===== config.mk =====
export PLATFORM = sky130hd
export DESIGN_NAME = pcm_cycle_timer
export DESIGN_NICKNAME = d
export VERILOG_FILES = /design/src/rtl/pcm_cycle_timer.sv
export SDC_FILE = /design/constraint.sdc
export NUM_CORES = 1
export LEC_CHECK = 0
export CAP_MARGIN = 10
export CORE_AREA = 2 2 137 139
export DETAILED_ROUTE_END_ITERATION = 8
export DIE_AREA = 0 0 139 141
export DONT_BUFFER_PORTS = 1
export PLACE_DENSITY = 0.61
export SLEW_MARGIN = 0
export SYNTH_ARGS = -nofsm -noshare
export SYNTH_HDL_FRONTEND = slang
export SYNTH_SLANG_ARGS = --single-unit
export TNS_END_PERCENT = 50

===== constraint.sdc =====
create_clock -name clk -period 21.3 [get_ports clk]
set_input_delay 2.13 -clock clk [delete_from_list [all_inputs] [get_ports clk]]
set_output_delay 2.13 -clock clk [all_outputs]
set_load 0.01 [all_outputs]

===== src/rtl/pcm_cycle_timer.sv =====
module pcm_cycle_timer #(
  parameter int CNT_W      = 16,
  parameter int CLK_PS     = 5000,
  parameter int BLANK_NS   = 220,
  parameter int SHORT_HITS = 3
) (
  input  logic             clk,
  input  logic             rst_n,
  input  logic             hold,
  input  logic             cyc_start,
  input  logic             pwm_trip,
  input  logic             ilim_trip,
  input  logic             cs_low,
  input  logic [CNT_W-1:0] period,
  output logic             gate,
  output logic             slope_en,
  output logic             curve_sel,
  output logic             cs_short_flt
);
  localparam int BLANK = (BLANK_NS * 1000) / CLK_PS;
  localparam int SC_W  = $clog2(SHORT_HITS + 1);

  logic [CNT_W+1:0] p_ext, t40_w, t75_w;
  logic [CNT_W-1:0] t40, t75, t;
  logic             gate_r, curve_r, flt_r;
  logic [SC_W-1:0]  sc;

  assign p_ext = {2'b00, period};
  assign t40_w = (p_ext << 1) / (CNT_W+2)'(5);
  assign t75_w = (p_ext + (p_ext << 1)) >> 2;
  assign t40   = t40_w[CNT_W-1:0];
  assign t75   = t75_w[CNT_W-1:0];

  wire trip    = pwm_trip | ilim_trip;
  wire unblank = t >= CNT_W'(BLANK);
  wire at_max  = ({1'b0, t} + (CNT_W+1)'(1)) >= {1'b0, t75};
  wire stop    = (trip & unblank) | at_max;
  wire past40  = t >= t40;
  wire at_smp  = gate_r & (t == t40);

  always_ff @(posedge clk) begin
    if (!rst_n || hold) begin
      gate_r  <= 1'b0;
      t       <= '0;
      curve_r <= 1'b0;
    end else if (cyc_start) begin
      gate_r  <= 1'b1;
      t       <= '0;
      curve_r <= 1'b0;
    end else if (gate_r) begin
      curve_r <= curve_r | past40;
      if (stop) gate_r <= 1'b0;
      else      t      <= t + 1'b1;
    end
  end

  always_ff @(posedge clk) begin
    if (!rst_n) begin
      sc    <= '0;
      flt_r <= 1'b0;
    end else if (!hold && at_smp) begin
      if (cs_low) begin
        if (sc != SC_W'(SHORT_HITS)) sc <= sc + 1'b1;
        if (sc >= SC_W'(SHORT_HITS - 1)) flt_r <= 1'b1;
      end else begin
        sc <= '0;
      end
    end
  end

  assign gate         = gate_r & ~hold;
  assign slope_en     = gate & past40;
  assign curve_sel    = curve_r;
  assign cs_short_flt = flt_r;


  start_on_chk: assert property (@(posedge clk) disable iff (!rst_n)
    cyc_start && !hold |=> gate_r);


  blank_keep_chk: assert property (@(posedge clk) disable iff (!rst_n)
    gate_r && !hold && !cyc_start && !unblank && !at_max |=> gate_r);


  curve_follow_chk: assert property (@(posedge clk) disable iff (!rst_n)
    slope_en && !cyc_start |=> curve_sel);


  flt_cause_chk: assert property (@(posedge clk) disable iff (!rst_n)
    $rose(cs_short_flt) |-> $past(at_smp && cs_low));


  flt_sticky_chk: assert property (@(posedge clk) disable iff (!rst_n)
    cs_short_flt |=> cs_short_flt);


  hold_clear_chk: assert property (@(posedge clk) disable iff (!rst_n)
    hold |=> !gate_r && !curve_sel);
endmodule


==> reports/qor.txt, run 1 <==
Status: finished clean
Headroom to the max-slew limit: 36.2%
PortBufs: 0
WP buf/inv: 4
Netlist Area Pre-Place: 8870 µm²
Fin nets: 1335
Most frequent cells in the layout: 129 x nor2_1, 109 x nand2_1, 88 x a21oi_1
Cts bufs inserted: 3
Leakage power: 3.37 nW
WL/cell: 19.1 µm
Final setup fails: 0
Vias in the first global route: 8990
Critical Path Most Common Cell: ha_1
Top delay family on crit path: compound AO/OA/AOI/OAI gates
Tcrit/Tclk final: 93.6%
Fin cells: 1469
# DRC: 0
Peak supply drop: 73.9 µV
Synth unique cells: 120
Worst Tran Pin Value: 0.956 ns
Worst Min Path Start: curve_sel$_SDFFE_PP0P_
Commonest non-fill, non-tap cell in the layout: nor2_1
Top-level I/O count: 27
Reg2reg end: t[8]$_SDFFE_PP0P_
Post-synth top area cell: ha_1
Post-DP HPWL: 22600 µm
Total Neg Setup Slack: 0 ns
GR Overflow Total: 0
Max-Cap Viols: 0
Min-Delay Endpoint: curve_sel$_SDFFE_PP0P_
Crit. End Element: primary output
Clk buf depth: 2
Clock Pin Slew Worst Setup and Hold Paths: 0.06 ns
Antenna-violating nets left: 0
Startpoint Class: primary input
Skew-Pair Late Insertion Delay: 0.25 ns
Max Fclk: 0.0502 GHz
Synthesized area per cell: 6.98 µm²
Die X: 139 µm
Final Hold Fails: 0
Multi-input gate area: 8090 µm²
CTS tree: built
DIE HEIGHT: 141 µm
Metal-1 WL: 13300 µm
Synth-to-Final Area Change: 2.28%
GPL Wtd Cong: 0.919
Final Max Tran Viols: 0
Synth warnings: 0
Vias per inst: 6.77
CTS sink count: 21
HP Class: reg -> reg
Critical-path top delay cell: a221oi_1
Die area: 19600 µm²
Largest net degree at the start of global routing: 24
WL final: 28100 µm
CP Class: in -> out
Top Layer Used: met4
Post-synth EDFFs: 0
ANT cells: 0
Core area: 18300 µm²
Final min period: 19.94 ns
Unrepaired setup endpoints after global routing: false
Synth top area share: 10.6%
Initial antenna violation count: 0
R2R Path Start: t[0]$_SDFFE_PP0P_
Register area: 420 µm²
Post-synth ARST share: 0%
Worst Clk Skew: 0.00296 ns
Vias after detailed routing: 9940
Pwr Density: 98.2 nW/µm²
CTS root buffer: clkbuf_16
Cell Rows: 50
Hold-fix buffers, CTS: 0
# H-tree levels: 1
CP max FO: 23
Setup ws final: 1.36 ns
Syn nets: 1371
Synth Instances: 1272
Drt initial violations: 1079
DR WL met2: 12700 µm
Place WS: 1.03 ns
Reg2reg setup slack: 17.05 ns
CP max stage delay: 0.67 ns
Placed cell count: 1465
Synth Flop Type: dfxtp_1
Gr usage total: 27.3%
Top post-synthesis cells by area: ha_1 11%, nor2_1 5.5%, a21oi_1 5.0%
Seq/Total Area, Yosys: 4.74%
Initial Util: 48.6%
DP Area: 8980 µm²
Crit path DAT: 17.81 ns
Worst-case reg-to-reg path depth: 21
Final-layout fill cell count: 1872
WHS Path Cells: 2
Met3 WL post-DR: 1570 µm
Drt first pass iters: 5
Design Area, Final: 9070 µm²
Share of layout cells above drive strength 1: 8.34%
Yosys reg bits: 21
First-pass GRT wire length: 45500 µm
Worst EP required: 19.17 ns
[where the power goes]
group	leakage (nW)	internal [mW]	switching [mW]
clock network	0.0382	0.0255	0.0140
logic	3.16	0.276	0.537
registers	0.169	0.0394	0.000130
total	3.37	0.340	0.551
[Yosys cell counts, types with 19 or more instances]
library cell and n:
nor2_1 130, nand2_1 109, a21oi_1 88, ha_1 75
o21ai_0 65, nand3_1 49, xnor2_1 49, nor3_1 45
inv_1 41, nand4_1 30, xor2_1 28, clkbuf_1 24
a31oi_1 22, dfxtp_1 21, or3_1 21, o211ai_1 20
nor2b_1 19
[tightest hold or removal path, delay by kind of cell, from the launching register on]
| kind | cells | cell delay [ns] |
|---|---|---|
| flops | 1 | 0.34 |
| buf+inv | 1 | 0.06 |
| compound gates | 1 | 0.05 |
[registers in the layout, indices dropped and copies added, names as in the netlist]
signal and flops:
cs_short_flt 1, curve_sel 1, t 16, gate_r 1
sc 2
[repair_timing]
item,in CTS,in global routing
buffers inserted,0,0
endpoints found under the setup margin,0,1
gates resized for setup,0,4
[area by class of cell]
| class | instances | share of cell area [%] |
|---|---|---|
| Multi-Input combinational cell | 1162 | 89.1 |
| Sequential cell | 21 | 4.63 |
| Tap cell | 234 | 3.23 |
| Inverter | 45 | 1.89 |
| Clock buffer | 4 | 0.869 |
| Timing Repair Buffer | 3 | 0.248 |
[cells by family after synthesis]
family                     after synthesis  synth area share, %
muxes                                   19                 2.26
buffers and inverters                   89                 4.30
DFF                                     21                 4.74
AOI/OAI and AO/OA                      434                 35.8
adders and majority gates               81                 11.4
xor gates and xnor gates                79                 8.09
and+or+nand+nor                        549                 33.5
[per-layer routing]
metal,global-route usage (%),up-vias
met5,0,-
met4,5.32,0
met3,2.45,48
met2,45.7,369
met1,38.5,4680
li1,-,4843
[worst max-delay path by stage]
stage                     endpoint  startpoint  depth (start not counted)  slack (ns)
after floorplan           slope_en   period[2]                         66        4.09
final                     slope_en   period[2]                         59        1.36
after global placement    slope_en   period[2]                         59        1.49
after global routing      slope_en   period[2]                         58        0.06
after CTS                 slope_en   period[2]                         59        1.03
after detailed placement  slope_en   period[2]                         59        1.03
[stage by stage]
stage          utilization [%]  hold slack, ns  power (mW)
2_1_floorplan                -           0.470       0.666
3_3_place_gp              49.1           0.498       0.831
3_5_place_dp              49.1           0.490       0.824
4_1_cts                   49.6           0.501       0.868
5_1_grt                   49.7           0.518       0.961
6_report                  49.7           0.508       0.892
No activity file was read; power rests on OpenSTA's default activity.
==> run 2: changes to the inputs <==
--- a/config.mk
+++ b/config.mk
@@ -6,11 +6,11 @@
 export NUM_CORES = 1
 export LEC_CHECK = 0
 export CAP_MARGIN = 10
-export CORE_AREA = 2 2 137 139
+export CORE_AREA = 2 2 131 133
 export DETAILED_ROUTE_END_ITERATION = 8
-export DIE_AREA = 0 0 139 141
+export DIE_AREA = 0 0 133 135
 export DONT_BUFFER_PORTS = 1
-export PLACE_DENSITY = 0.61
+export PLACE_DENSITY = 0.66
 export SLEW_MARGIN = 0
 export SYNTH_ARGS = -nofsm -noshare
 export SYNTH_HDL_FRONTEND = slang
==> run 2 against run 1 <==
Sequential share of layout area is essentially flat. Core utilization grew 5.7 points. Via count grew 0.65%. Largest power group unchanged. Combinational power is essentially flat.
==> reports/qor.txt, run 2 (synthesis gave the netlist of run 1 again) <==
CTS sink count: 21
Final min period: 19.89 ns
Clock Pin Slew Worst Setup and Hold Paths: 0.05 ns
Hold-fix buffers, CTS: 0
Setup Fix Bufs, Post-CTS: 0
Status: finished clean
Fin nets: 1336
Share of layout cells above drive strength 1: 8.50%
GPL Wtd Cong: 0.979
Pwr Density: 98.4 nW/µm²
Skew-Pair Late Insertion Delay: 0.25 ns
Vias after detailed routing: 10.0k
Clk buf depth: 2
Top-level I/O count: 27
Worst Tran Pin Value: 0.976 ns
WL final: 27600 µm
Die X: 133 µm
Max-Cap Viols: 0
CP max stage delay: 0.56 ns
Headroom to the max-slew limit: 34.9%
Critical Path Most Common Cell: ha_1
Most frequent cells in the layout: 129 x nor2_1, 109 x nand2_1, 88 x a21oi_1
Min Hold Slack: 0.501 ns
CP max FO: 23
Max Fclk: 0.0503 GHz
Most flops, register: t
Antenna-violating nets left: 0
Cell Rows: 47
Core area: 16400 µm²
CTS tree: built
Total Neg Setup Slack: 0 ns
Post-cts resize count: 0
WP buf/inv: 4
Vias per inst: 6.87
Util after Layout: 55.4%
Crit path DAT: 17.76 ns
First-pass GRT wire length: 45300 µm
CP Class: in -> out
Peak supply drop: 67.0 µV
Worst EP required: 19.17 ns
Met3 WL post-DR: 1870 µm
Crit. End Element: primary output
Top Layer Used: met4
Die area: 18000 µm²
Final-layout fill cell count: 1590
Drt initial violations: 975
CTS root buffer: clkbuf_16
Post-DP HPWL: 22300 µm
Top flop regs: t x16, sc x2
PortBufs: 0
WL/cell: 19.0 µm
Initial Util: 54.1%
Critical-path top delay cell: xnor2_2
Final Max Tran Viols: 0
HP Class: reg -> reg
Setup ws final: 1.41 ns
Leakage power: 3.37 nW
Synth-to-Final Area Change: 2.37%
GR Overflow Total: 0
Reg2reg setup slack: 16.94 ns
Max reg flops: 16
Vias in the first global route: 9075
Gr usage total: 29.9%
Unrepaired setup endpoints after global routing: false
Top delay family on crit path: simple AND/OR/NAND/NOR gates
Final Hold Fails: 0
Final setup fails: 0
Startpoint Class: primary input
DR WL met2: 12200 µm
# H-tree levels: 1
DIE HEIGHT: 135 µm
Worst Clk Skew: 0.00211 ns
Largest net degree at the start of global routing: 24
Initial antenna violation count: 0
Place WS: 1.03 ns
# DRC: 0
Power Total: 893 µW
Metal-1 WL: 12900 µm
Commonest non-fill, non-tap cell in the layout: nor2_1
Drt first pass iters: 6
Cts bufs inserted: 3
Tcrit/Tclk final: 93.4%
ANT cells: 0
## run 2: cell count changes in the layout (fill, tap and decap cells not counted)
cell      previous run  this run
a221oi_2             1         2
a221oi_1             5         4
buf_4                3         4
xnor2_4              0         1
xnor2_2              3         2
## run 2: routing by layer
layer | global-route usage (%) | vias to the layer above
met3 | 2.36 | 69
met2 | 48.3 | 444
met5 | 0 | -
met1 | 42.9 | 4661
li1 | - | 4831
met4 | 7.65 | 0
## run 2: path summary, 6_finish.rpt
| check | from | to | depth (start not counted) |
|---|---|---|---|
| hold / removal | curve_sel$_SDFFE_PP0P_ | curve_sel$_SDFFE_PP0P_ | 2 |
| setup / recovery | period[2] | slope_en | 59 |
| setup reg to reg | t[0]$_SDFFE_PP0P_ | t[8]$_SDFFE_PP0P_ | 21 |
| hold reg to reg | curve_sel$_SDFFE_PP0P_ | curve_sel$_SDFFE_PP0P_ | 2 |
## run 2: stage by stage
step / std cells / cell area (µm²)
2_1_floorplan: 1272 / 8870
3_3_place_gp: 1452 / 8970
3_5_place_dp: 1452 / 8970
4_1_cts: 1456 / 9050
5_1_grt: 1456 / 9080
6_report: 1456 / 9080
## run 2: cell type report
| class | count | area [µm²] | area share, % |
|---|---|---|---|
| well taps | 220 | 275 | 3.03 |
| inverters | 45 | 171 | 1.89 |
| clock buffers | 4 | 78.8 | 0.868 |
| repair buffers | 4 | 30.0 | 0.331 |
| flip-flops and latches | 21 | 420 | 4.63 |
| multi-input cells | 1162 | 8110 | 89.3 |
## run 2: report_power, final
part / total, mW / internal, mW / switching (mW)
registers: 0.0395 / 0.0394 / 0.0000982
clock network: 0.0390 / 0.0255 / 0.0135
logic: 0.815 / 0.276 / 0.539
## run 2: worst min-delay path, stage by stage (launching register included)
cell	delay, ns
dfxtp_1	0.34
inv_1	0.06
a21oi_1	0.05
==> run 3: changes to the inputs <==
--- a/config.mk
+++ b/config.mk
@@ -10,7 +10,7 @@
 export DETAILED_ROUTE_END_ITERATION = 8
 export DIE_AREA = 0 0 133 135
 export DONT_BUFFER_PORTS = 1
-export PLACE_DENSITY = 0.66
+export PLACE_DENSITY = 0.69
 export SLEW_MARGIN = 0
 export SYNTH_ARGS = -nofsm -noshare
 export SYNTH_HDL_FRONTEND = slang
==> constraint.sdc (replaced) <==
create_clock -name clk -period 19.4 [get_ports clk]
set_input_delay 1.94 -clock clk [delete_from_list [all_inputs] [get_ports clk]]
set_output_delay 1.94 -clock clk [all_outputs]
set_load 0.01 [all_outputs]
==> run 3 against run 2 <==
Sequential share of layout area is 0.11 points lower. Worst hold slack better by 0.025 ns. Combinational power grew 12%. Non-clock buffer count increased by 16. Count of clock-buffer cells in the layout did not move. Clock power rose by 14%. Total power is 12% higher. Sequential power increased by 9.9%. Critical endpoint unchanged. Largest power group unchanged.
==> reports/qor.txt, run 3 (synthesis gave the netlist of run 1 again) <==
Clk buf depth: 2
CTS sink count: 21
Final Hold Fails: 0
DIE HEIGHT: 135 µm
Most flops, register: t
Power Total: 1.00 mW
Vias per inst: 6.90
Min Hold Slack: 0.526 ns
Share of layout cells above drive strength 1: 10.9%
Headroom to the max-slew limit: 40.7%
Vias in the first global route: 9108
CP max FO: 20
Antenna-violating nets left: 0
Commonest non-fill, non-tap cell in the layout: nor2_1
Gr usage total: 29.9%
Most frequent cells in the layout: 128 x nor2_1, 108 x nand2_1, 86 x a21oi_1
HP Class: reg -> reg
First-pass GRT wire length: 45500 µm
Leakage power: 3.49 nW
CP max stage delay: 0.61 ns
Core area: 16400 µm²
Max-Cap Viols: 0
Fin nets: 1353
Pwr Density: 108 nW/µm²
Largest net degree at the start of global routing: 21
Status: finished clean
Peak supply drop: 79.5 µV
# H-tree levels: 1
CTS root buffer: clkbuf_16
WL/cell: 18.9 µm
Clock Pin Slew Worst Setup and Hold Paths: 0.06 ns
Post-DP HPWL: 22000 µm
Crit. End Element: primary output
Initial Util: 54.1%
Max Fclk: 0.0547 GHz
Hold-fix buffers, CTS: 0
PortBufs: 0
Critical-path top delay cell: or4_1
Worst EP required: 17.46 ns
Util after Layout: 56.7%
WL final: 27900 µm
Startpoint Class: primary input
Initial antenna violation count: 0
GPL Wtd Cong: 0.965
Tcrit/Tclk final: 94.3%
Die area: 18000 µm²
# DRC: 0
Drt initial violations: 1131
Vias after detailed routing: 10.2k
Worst Clk Skew: 0.00424 ns
Drt first pass iters: 7
Final min period: 18.30 ns
Die X: 133 µm
CP Class: in -> out
CTS tree: built
Final Max Tran Viols: 0
ANT cells: 0
Max reg flops: 16
GR Overflow Total: 0
Worst Tran Pin Value: 0.880 ns
Top flop regs: t x16, sc x2
Skew-Pair Late Insertion Delay: 0.25 ns
Final setup fails: 0
Synth-to-Final Area Change: 4.94%
Cts bufs inserted: 3
Top-level I/O count: 27
Crit path DAT: 16.36 ns
Cell Rows: 47
## run 3: per-stage QoR
stage	area (µm²)	worst slack, ns	cells	TNS [ns]
floorplan	8870	2.57	1272	0
global placement	9060	0.351	1464	0
detailed placement	9060	0.0490	1464	0
CTS	9140	0.0828	1468	0
global route	9310	-0.00579	1473	-0.00579
finish	9310	1.10	1473	0
## run 3: cell type report
type	count	area, µm²
clock buffers	4	78.8
inverters	45	171
repair buffers	20	150
well taps	220	275
fillers	1578	7100
multi-input cells	1163	8210
flip-flops and latches	21	420
## run 3: worst max-delay path, delay by kind of cell
| kind | cells | cell delay, ns |
|---|---|---|
| XOR/XNOR | 2 | 0.41 |
| AO/OA/AOI/OAI | 23 | 5.80 |
| buffers and inverters | 6 | 1.09 |
| adder cells (fa/ha/maj) | 4 | 0.94 |
| AND/OR/NAND/NOR | 26 | 6.16 |
## run 3: repair_timing
item	4_1_cts	5_1_grt
resized for setup	0	26
setup buffers	0	4
setup endpoints to repair	0	1
## run 3: where the power goes
part / switching, mW / internal (mW)
logic: 0.596 / 0.318
registers: 0.000164 / 0.0432
clock network: 0.0163 / 0.0280
total: 0.613 / 0.389
## run 3: final timing paths
check        cells after the start              startpoint                     end  slack, ns
min reg2reg                      2  curve_sel$_SDFFE_PP0P_  curve_sel$_SDFFE_PP0P_       0.53
max                             61               period[2]                slope_en       1.10
min                              2  curve_sel$_SDFFE_PP0P_  curve_sel$_SDFFE_PP0P_       0.53
max reg2reg                     21       t[0]$_SDFFE_PP0P_       t[8]$_SDFFE_PP0P_      15.14
## run 3: layer usage
layer  global-route usage [%]  share of wire [%]  up-vias
li1                         -                  -     4881
met1                     42.6                 46     4748
met2                     49.1                 45      485
met3                     3.15                7.1       57
met4                     5.97                1.7        0
met5                        0                  0        -
